$ cat src/rtl/ppfwd_pkg.sv
package ppfwd_pkg;
  parameter int unsigned PF_BYTE_W = 8;
  typedef enum logic {
    TAG_CMD  = 1'b0,
    TAG_DATA = 1'b1
  } tag_e;
endpackage

$ cat src/rtl/ppfwd_arb.sv
module ppfwd_arb #(
  parameter int unsigned BYTE_W = ppfwd_pkg::PF_BYTE_W
) (
  input  logic              slot_free,
  input  logic              cmd_valid,
  input  logic [BYTE_W-1:0] cmd_byte,
  input  logic              dat_valid,
  input  logic [BYTE_W-1:0] dat_byte,
  output logic              cmd_ready,
  output logic              dat_ready,
  output logic              load,
  output logic [BYTE_W-1:0] sel_byte,
  output ppfwd_pkg::tag_e   sel_tag
);
  import ppfwd_pkg::*;

  always_comb begin
    cmd_ready = slot_free;
    dat_ready = slot_free && !cmd_valid;
    load      = slot_free && (cmd_valid || dat_valid);
    if (cmd_valid) begin
      sel_byte = cmd_byte;
      sel_tag  = TAG_CMD;
    end else begin
      sel_byte = dat_byte;
      sel_tag  = TAG_DATA;
    end
  end
endmodule

$ cat src/rtl/ppfwd_hold.sv
module ppfwd_hold #(
  parameter int unsigned BYTE_W = ppfwd_pkg::PF_BYTE_W
) (
  input  logic              clk,
  input  logic              rst,
  input  logic              load,
  input  logic [BYTE_W-1:0] in_byte,
  input  ppfwd_pkg::tag_e   in_tag,
  input  logic              out_ready,
  output logic              slot_free,
  output logic              out_valid,
  output logic [BYTE_W-1:0] out_byte,
  output ppfwd_pkg::tag_e   out_tag
);
  import ppfwd_pkg::*;

  assign slot_free = !out_valid || out_ready;

  always_ff @(posedge clk) begin
    if (rst) begin
      out_valid <= 1'b0;
      out_byte  <= '0;
      out_tag   <= TAG_DATA;
    end else if (slot_free) begin
      out_valid <= load;
      if (load) begin
        out_byte <= in_byte;
        out_tag  <= in_tag;
      end
    end
  end


  hold_stable_chk: assert property (@(posedge clk) disable iff (rst)
    (out_valid && !out_ready) |=> (out_valid && $stable(out_byte) && $stable(out_tag)));
endmodule

$ cat src/rtl/ppfwd_err.sv
module ppfwd_err #(
  parameter int unsigned BYTE_W = ppfwd_pkg::PF_BYTE_W
) (
  input  logic              clk,
  input  logic              rst,
  input  logic              load,
  input  logic [BYTE_W-1:0] sel_byte,
  input  ppfwd_pkg::tag_e   sel_tag,
  output logic              proto_err
);
  import ppfwd_pkg::*;
  localparam int unsigned KIND_BIT = BYTE_W - 1;

  logic count_pending;
  logic is_cmd;

  assign is_cmd = (sel_tag == TAG_CMD);

  always_ff @(posedge clk) begin
    if (rst) begin
      count_pending <= 1'b0;
      proto_err     <= 1'b0;
    end else if (load) begin
      count_pending <= is_cmd && !sel_byte[KIND_BIT];
      if (is_cmd && count_pending) proto_err <= 1'b1;
    end
  end


  count_then_cmd_chk: assert property (@(posedge clk) disable iff (rst)
    (load && is_cmd && count_pending) |=> proto_err);


  err_sticky_chk: assert property (@(posedge clk) disable iff (rst)
    proto_err |=> proto_err);
endmodule

$ cat src/rtl/ppfwd_seq.sv
module ppfwd_seq #(
  parameter int unsigned BYTE_W = ppfwd_pkg::PF_BYTE_W
) (
  input  logic              clk,
  input  logic              rst,
  input  logic              cmd_valid,
  input  logic [BYTE_W-1:0] cmd_byte,
  output logic              cmd_ready,
  input  logic              dat_valid,
  input  logic [BYTE_W-1:0] dat_byte,
  output logic              dat_ready,
  output logic              out_valid,
  output logic [BYTE_W-1:0] out_byte,
  output logic              out_tag,
  input  logic              out_ready,
  output logic              proto_err
);
  import ppfwd_pkg::*;

  logic              slot_free;
  logic              load;
  logic [BYTE_W-1:0] sel_byte;
  tag_e              sel_tag;
  tag_e              held_tag;

  ppfwd_arb #(.BYTE_W(BYTE_W)) u_arb (
    .slot_free (slot_free),
    .cmd_valid (cmd_valid),
    .cmd_byte  (cmd_byte),
    .dat_valid (dat_valid),
    .dat_byte  (dat_byte),
    .cmd_ready (cmd_ready),
    .dat_ready (dat_ready),
    .load      (load),
    .sel_byte  (sel_byte),
    .sel_tag   (sel_tag)
  );

  ppfwd_hold #(.BYTE_W(BYTE_W)) u_hold (
    .clk       (clk),
    .rst       (rst),
    .load      (load),
    .in_byte   (sel_byte),
    .in_tag    (sel_tag),
    .out_ready (out_ready),
    .slot_free (slot_free),
    .out_valid (out_valid),
    .out_byte  (out_byte),
    .out_tag   (held_tag)
  );

  ppfwd_err #(.BYTE_W(BYTE_W)) u_err (
    .clk       (clk),
    .rst       (rst),
    .load      (load),
    .sel_byte  (sel_byte),
    .sel_tag   (sel_tag),
    .proto_err (proto_err)
  );

  assign out_tag = held_tag;


  cmd_first_chk: assert property (@(posedge clk) disable iff (rst)
    (cmd_valid && dat_valid && cmd_ready) |=> (out_valid && out_tag == TAG_CMD));


  empty_takes_chk: assert property (@(posedge clk) disable iff (rst)
    !out_valid |-> (cmd_ready && (cmd_valid || dat_ready)));


  cmd_tag_chk: assert property (@(posedge clk) disable iff (rst)
    (cmd_valid && cmd_ready) |=> (out_tag == TAG_CMD && out_byte == $past(cmd_byte)));
endmodule

$ cat config.mk
export PLATFORM = sky130hd
export DESIGN_NAME = ppfwd_seq
export DESIGN_NICKNAME = d
export VERILOG_FILES = /design/src/rtl/ppfwd_pkg.sv /design/src/rtl/ppfwd_arb.sv /design/src/rtl/ppfwd_hold.sv /design/src/rtl/ppfwd_err.sv /design/src/rtl/ppfwd_seq.sv
export SDC_FILE = /design/constraint.sdc
export NUM_CORES = 1
export LEC_CHECK = 0
export ABC_AREA = 1
export BUFFER_PORTS_ARGS = -buffer_cell sky130_fd_sc_hd__buf_2
export CAP_MARGIN = 20
export CORE_MARGIN = 3
export CORE_UTILIZATION = 29
export DETAILED_ROUTE_END_ITERATION = 8
export GPL_TIMING_DRIVEN = 1
export SLEW_MARGIN = 10
export SYNTH_ARGS = -nofsm -noshare
export SYNTH_HDL_FRONTEND = slang
export SYNTH_SLANG_ARGS = --single-unit
$ cat constraint.sdc
create_clock -name clk -period 1.6 [get_ports clk]
set_input_delay 0.16 -clock clk [delete_from_list [all_inputs] [get_ports clk]]
set_output_delay 0.16 -clock clk [all_outputs]
set_load 0.1 [all_outputs]
# ---- Yosys cells after proc, flatten, opt, wreduce, memory -nomap -nowiden
# Cells that the tools add are included.
dict set report classes {
  mux 2
  reduce_logical 11
}
# op n
set ops {}
lappend ops {{two-way mux 8 bit} 1}
lappend ops {{logical AND 1 bit} 4}
lappend ops {{AND reduction 2 bit} 2}
lappend ops {{zero test 1 bit} 3}
lappend ops {{logical OR 1 bit} 2}
lappend ops {{two-way mux 1 bit} 1}
dict set report word_totals {
  regBits 12
  output_inout_bits 13
  wordCells 18
}

# ---- Logic depth before layout (Yosys ltp)
dict set report logic_depth {
  word_depth 4
  mapped_depth 6
}

# ---- Cells and area by module
# From an unflattened synthesis, not the netlist that was laid out.
dict set report unflattened {
  hier_cells 102
  hier_area_um2 674.4
}
# mod n_inst cells_each area_each_um2 seq_area_each_um2
set modules_own_cells {}
lappend modules_own_cells {ppfwd_hold 1 62 465.4 200.2}
lappend modules_own_cells {ppfwd_arb 1 31 132.6 0.0}
lappend modules_own_cells {ppfwd_err 1 9 76.3 40.0}

# ---- Worst setup path after synthesis
# OpenSTA, ideal clock, no wires.
dict set report synth_path {
  path_type {register -> register}
  from {register u_hold.out_valid}
  to {register u_hold.out_tag}
  setup_time_ps 68
  arrival_ps 2535
  required_time_ps 1532
  path_slack_ps -1003
  stages_incl_launch_ff 4
  n_path_buf 0
  synth_period_minus_slack_ps 2603
  cell_sequence {dfxtp_1 a21oi_1 nand2_1 nand3_1}
}
dict set report synth_between {
  elab_chain_cells 4
}
# item line_no
set synth_rtl {}
lappend synth_rtl {{start: declaration} ppfwd_hold.sv:11} ;# output logic out_valid,
lappend synth_rtl {{start signal: assignment} ppfwd_hold.sv:25} ;# out_valid <= load;
lappend synth_rtl {{zero test 1 bit (*)} ppfwd_hold.sv:17} ;# assign slot_free = !out_valid || out_ready;
lappend synth_rtl {{logical OR 1 bit (*)} ppfwd_hold.sv:17}
lappend synth_rtl {{logical AND 1 bit} ppfwd_arb.sv:20} ;# load = slot_free && (cmd_valid || dat_valid);
lappend synth_rtl {{AND reduction 2 bit (no source line) (*)} n/a}
lappend synth_rtl {{end signal: assignment} ppfwd_hold.sv:28} ;# out_tag <= in_tag;
lappend synth_rtl {{end: declaration} ppfwd_hold.sv:13} ;# output ppfwd_pkg::tag_e out_tag
# Mark *: on every way between the ends. The rest lies on a longest branch, timed or not.
# A chain may end at the register's enable or synchronous reset.

# ---- Final worst setup path
dict set report layout_path {
  from {register u_hold.out_valid}
  to {output dat_ready}
}
dict set report layout_between {
  elab_chain_cells 3
}
# item line_no
set layout_rtl {}
lappend layout_rtl {{zero test 1 bit} ppfwd_hold.sv:17}
lappend layout_rtl {{logical OR 1 bit} ppfwd_hold.sv:17}
lappend layout_rtl {{logical AND 1 bit} ppfwd_arb.sv:19} ;# dat_ready = slot_free && !cmd_valid;
lappend layout_rtl {{end: declaration} ppfwd_seq.sv:11} ;# output logic dat_ready,
# No other way between the ends.

==> results_tabular.tex <==
\begin{tabular}{lr}
\hline
Metric & Value \\
\hline
\multicolumn{2}{l}{\textbf{Run status}} \\
Result of the run & completed \\
\multicolumn{2}{l}{\textbf{Detailed routing}} \\
Number of remaining DRC errors & 0 \\
DRT Wirelength & 1390 um \\
Number of design-rule violations left by the first detailed-router iteration & 3 \\
Post-DRT Antenna Nets & 0 \\
Avg Vias per Cell & 4.10 \\
Average wire per cell in the routed design & 8.92 um \\
Total vias in the final route & 639 \\
Detailed Routing Iterations Pass 1 & 2 \\
\multicolumn{2}{l}{\textbf{GRT}} \\
Number of global-route vias before repair & 578 \\
Aggregate global routing overflow & 0 \\
First-pass GRT wire length & 2260 um \\
Antenna violations before repair & 0 \\
Pin count of the biggest net entering global routing & 20 \\
Tot GR Track Use & 11.3\% \\
\multicolumn{2}{l}{\textbf{Synth}} \\
Net count of the mapped netlist & 117 \\
Cell area after technology mapping & 589 um2 \\
Synthesis warning total & 0 \\
Synthesis-stage register bit count & 12 \\
Cells after synthesis & 96 \\
Number of distinct library cells after synthesis & 13 \\
Post-synthesis sequential area ratio & 40.8\% \\
Mean post-synth cell area & 6.14 um2 \\
\multicolumn{2}{l}{\textbf{Worst setup path}} \\
Top Family by Delay on Critical Path & buffers and inverters \\
Crit-path max FO & 3 \\
Data required time at the worst endpoint & 1.44 ns \\
Worst path max stage delay & 0.44 ns \\
Reg2reg start & u\_hold.out\_valid \\
Start point of the critical path & u\_hold.out\_valid \\
Sort of element at the end of the critical path & primary output \\
Type of origin of the critical path & flop \\
Critical-path cell list & a21oi\_4 -> buf\_2 \\
Slowest stage cell, crit path & sky130\_fd\_sc\_hd\_\_buf\_2 \\
Number of buffers and inverters on the critical path & 1 \\
Data arrival, critical path & 1.21 ns \\
Classification of the worst setup path & reg2out \\
\multicolumn{2}{l}{\textbf{Clock network}} \\
Clock H-tree levels & 1 \\
Clock buffer count from CTS & 3 \\
Quantity of gates resized following cts & 0 \\
TritonCTS clock tree & done \\
Root buffer cell & sky130\_fd\_sc\_hd\_\_clkbuf\_4 \\
Maximum root-to-sink buffer count & 2 \\
Post-CTS Setup Inserts & 0 \\
Sinks on Clock Net & 12 \\
Clock latency on the worst-skew pair & 0.27 ns \\
Cts-stage hold buffer count & 0 \\
Clock slew seen by the registers of the worst setup and hold paths & 0.08 ns \\
\multicolumn{2}{l}{\textbf{STA}} \\
Endpoints failing hold & 0 \\
Post-route clock period utilization & 85.4\% \\
Final-report max-slew violation count & 0 \\
Total negative slack for setup checks & 0 ns \\
Clock period minus final worst setup slack & 1.37 ns \\
Transition time of the tightest slew-check pin & 0.491 ns \\
Worst Skew & 0.00126 ns \\
Remaining max-slew budget at the tightest pin & 67.5\% \\
Setup Viol. Count Final & 0 \\
RSZ-0062 raised after global routing & false \\
Achievable Freq & 0.732 GHz \\
Setup ws final & 0.234 ns \\
\multicolumn{2}{l}{\textbf{Min path}} \\
Hold path start & rst \\
Type of the most critical hold path & in2reg \\
\multicolumn{2}{l}{\textbf{Final layout}} \\
Fraction of the core area covered by cells at the end of the flow & 45.2\% \\
Fraction of final layout cells with drive strength greater than 1 & 32.8\% \\
Fill cell count & 209 \\
Commonest non-fill, non-tap cells in the layout & 41 x sky130\_fd\_sc\_hd\_\_nand2\_1, 33 x sky130\_fd\_sc\_hd\_\_buf\_2, 16 x sky130\_fd\_sc\_hd\_\_nor2\_1 \\
\# nets final & 153 \\
Most frequent standard cell in the layout excluding fill and tap cells & sky130\_fd\_sc\_hd\_\_nand2\_1 \\
Layout area overhead & 39.7\% \\
Final Non-Filler Cells & 156 \\
Count of inserted antenna diode cells & 0 \\
Area of the multi-input gates & 294 um2 \\
Sequential cell area & 241 um2 \\
\multicolumn{2}{l}{\textbf{Pwr}} \\
Pleak & 0.478 nW \\
Power Density & 1130 nW/um2 \\
Worst supply voltage drop on vdd & 0.618 mV \\
\multicolumn{2}{l}{\textbf{Die}} \\
Die Height & 51.1 um \\
Full die area & 2610 um2 \\
Io pins & 34 \\
Initial cell density of the core & 32.4\% \\
Cell Rows & 15 \\
Chip width & 51.1 um \\
Core Region & 1820 um2 \\
\multicolumn{2}{l}{\textbf{Placed design}} \\
Number of I/O port buffers & 33 \\
Post-Place Setup Slack & 0.514 ns \\
Placer's final routability congestion estimate & 0.706 \\
Number of placed cells counting well taps & 152 \\
Total half-perimeter wirelength after legalization and detailed placement & 1060 um \\
\multicolumn{2}{l}{\textbf{Flow run}} \\
Max Cap Viol & 0 \\
\hline
\end{tabular}
cell usage after synthesis, drive strengths merged:
master  count  area, um2
nand2      44        178
nor2       16       60.1
inv        13       51.3
dfxtp      12        240
a21oi       4       20.0
nand3       3       15.0
buf         2       16.3
clkinv      1       3.75
o21ai       1       5.00
logic make-up after synthesis:
| group | share of synthesized area [%] |
|---|---|
| compound gates | 4.25 |
| buf+inv | 12.1 |
| flops | 40.8 |
| simple gates | 42.9 |
worst paths after layout:
path,to,slack [ns],cells after the start
setup reg to reg,u_hold.out_byte[0],0.65,5
hold / removal,u_hold.out_valid,0.08,2
hold reg to reg,u_err.proto_err,0.45,2
setup / recovery,dat_ready,0.23,2
worst register-to-register path: stages, from the launching register on:
cell and delay (ns):
sky130_fd_sc_hd__dfxtp_2 0.39, sky130_fd_sc_hd__nand2_4 0.09, sky130_fd_sc_hd__nand2_4 0.19, sky130_fd_sc_hd__nand2_1 0.08, sky130_fd_sc_hd__nand2_1 0.06, sky130_fd_sc_hd__nor2_1 0.05
registers in the layout, summed over array words and instances (netlist names):
register             flops
u_err.count_pending      1
u_err.proto_err          1
u_hold.out_byte          8
u_hold.out_tag           1
u_hold.out_valid         1
metrics by stage:
stage / total power, mW / instance area (um2) / hold slack (ns)
floorplan: 0.635 / 607 / 0.222
global route: 0.982 / 823 / 0.0733
detailed placement: 0.696 / 787 / 0.370
finish: 0.931 / 823 / 0.0808
CTS: 0.945 / 823 / 0.0681
global placement: 0.694 / 787 / 0.365
area by class of cell:
cell class                 count  share of cell area, %
sequential                    12                   29.3
multi-input combinational     68                   35.7
timing repair buffer          33                   20.1
inverter                      14                   6.69
tap                           25                   3.80
clock buffer                   4                   4.41
report_power, final:
group	internal, mW	total [mW]	switching [mW]
clock network	0.138	0.244	0.105
registers	0.325	0.338	0.0137
logic	0.0686	0.349	0.280
metal layers:
metal	up-vias	share of wire [%]	track usage, %
met3	2	8.7	4.96
li1	354	-	-
met5	-	0	0
met4	0	0.86	2.69
met2	25	43	18.5
met1	258	47	13.6
(Power assumes the default switching activity.)
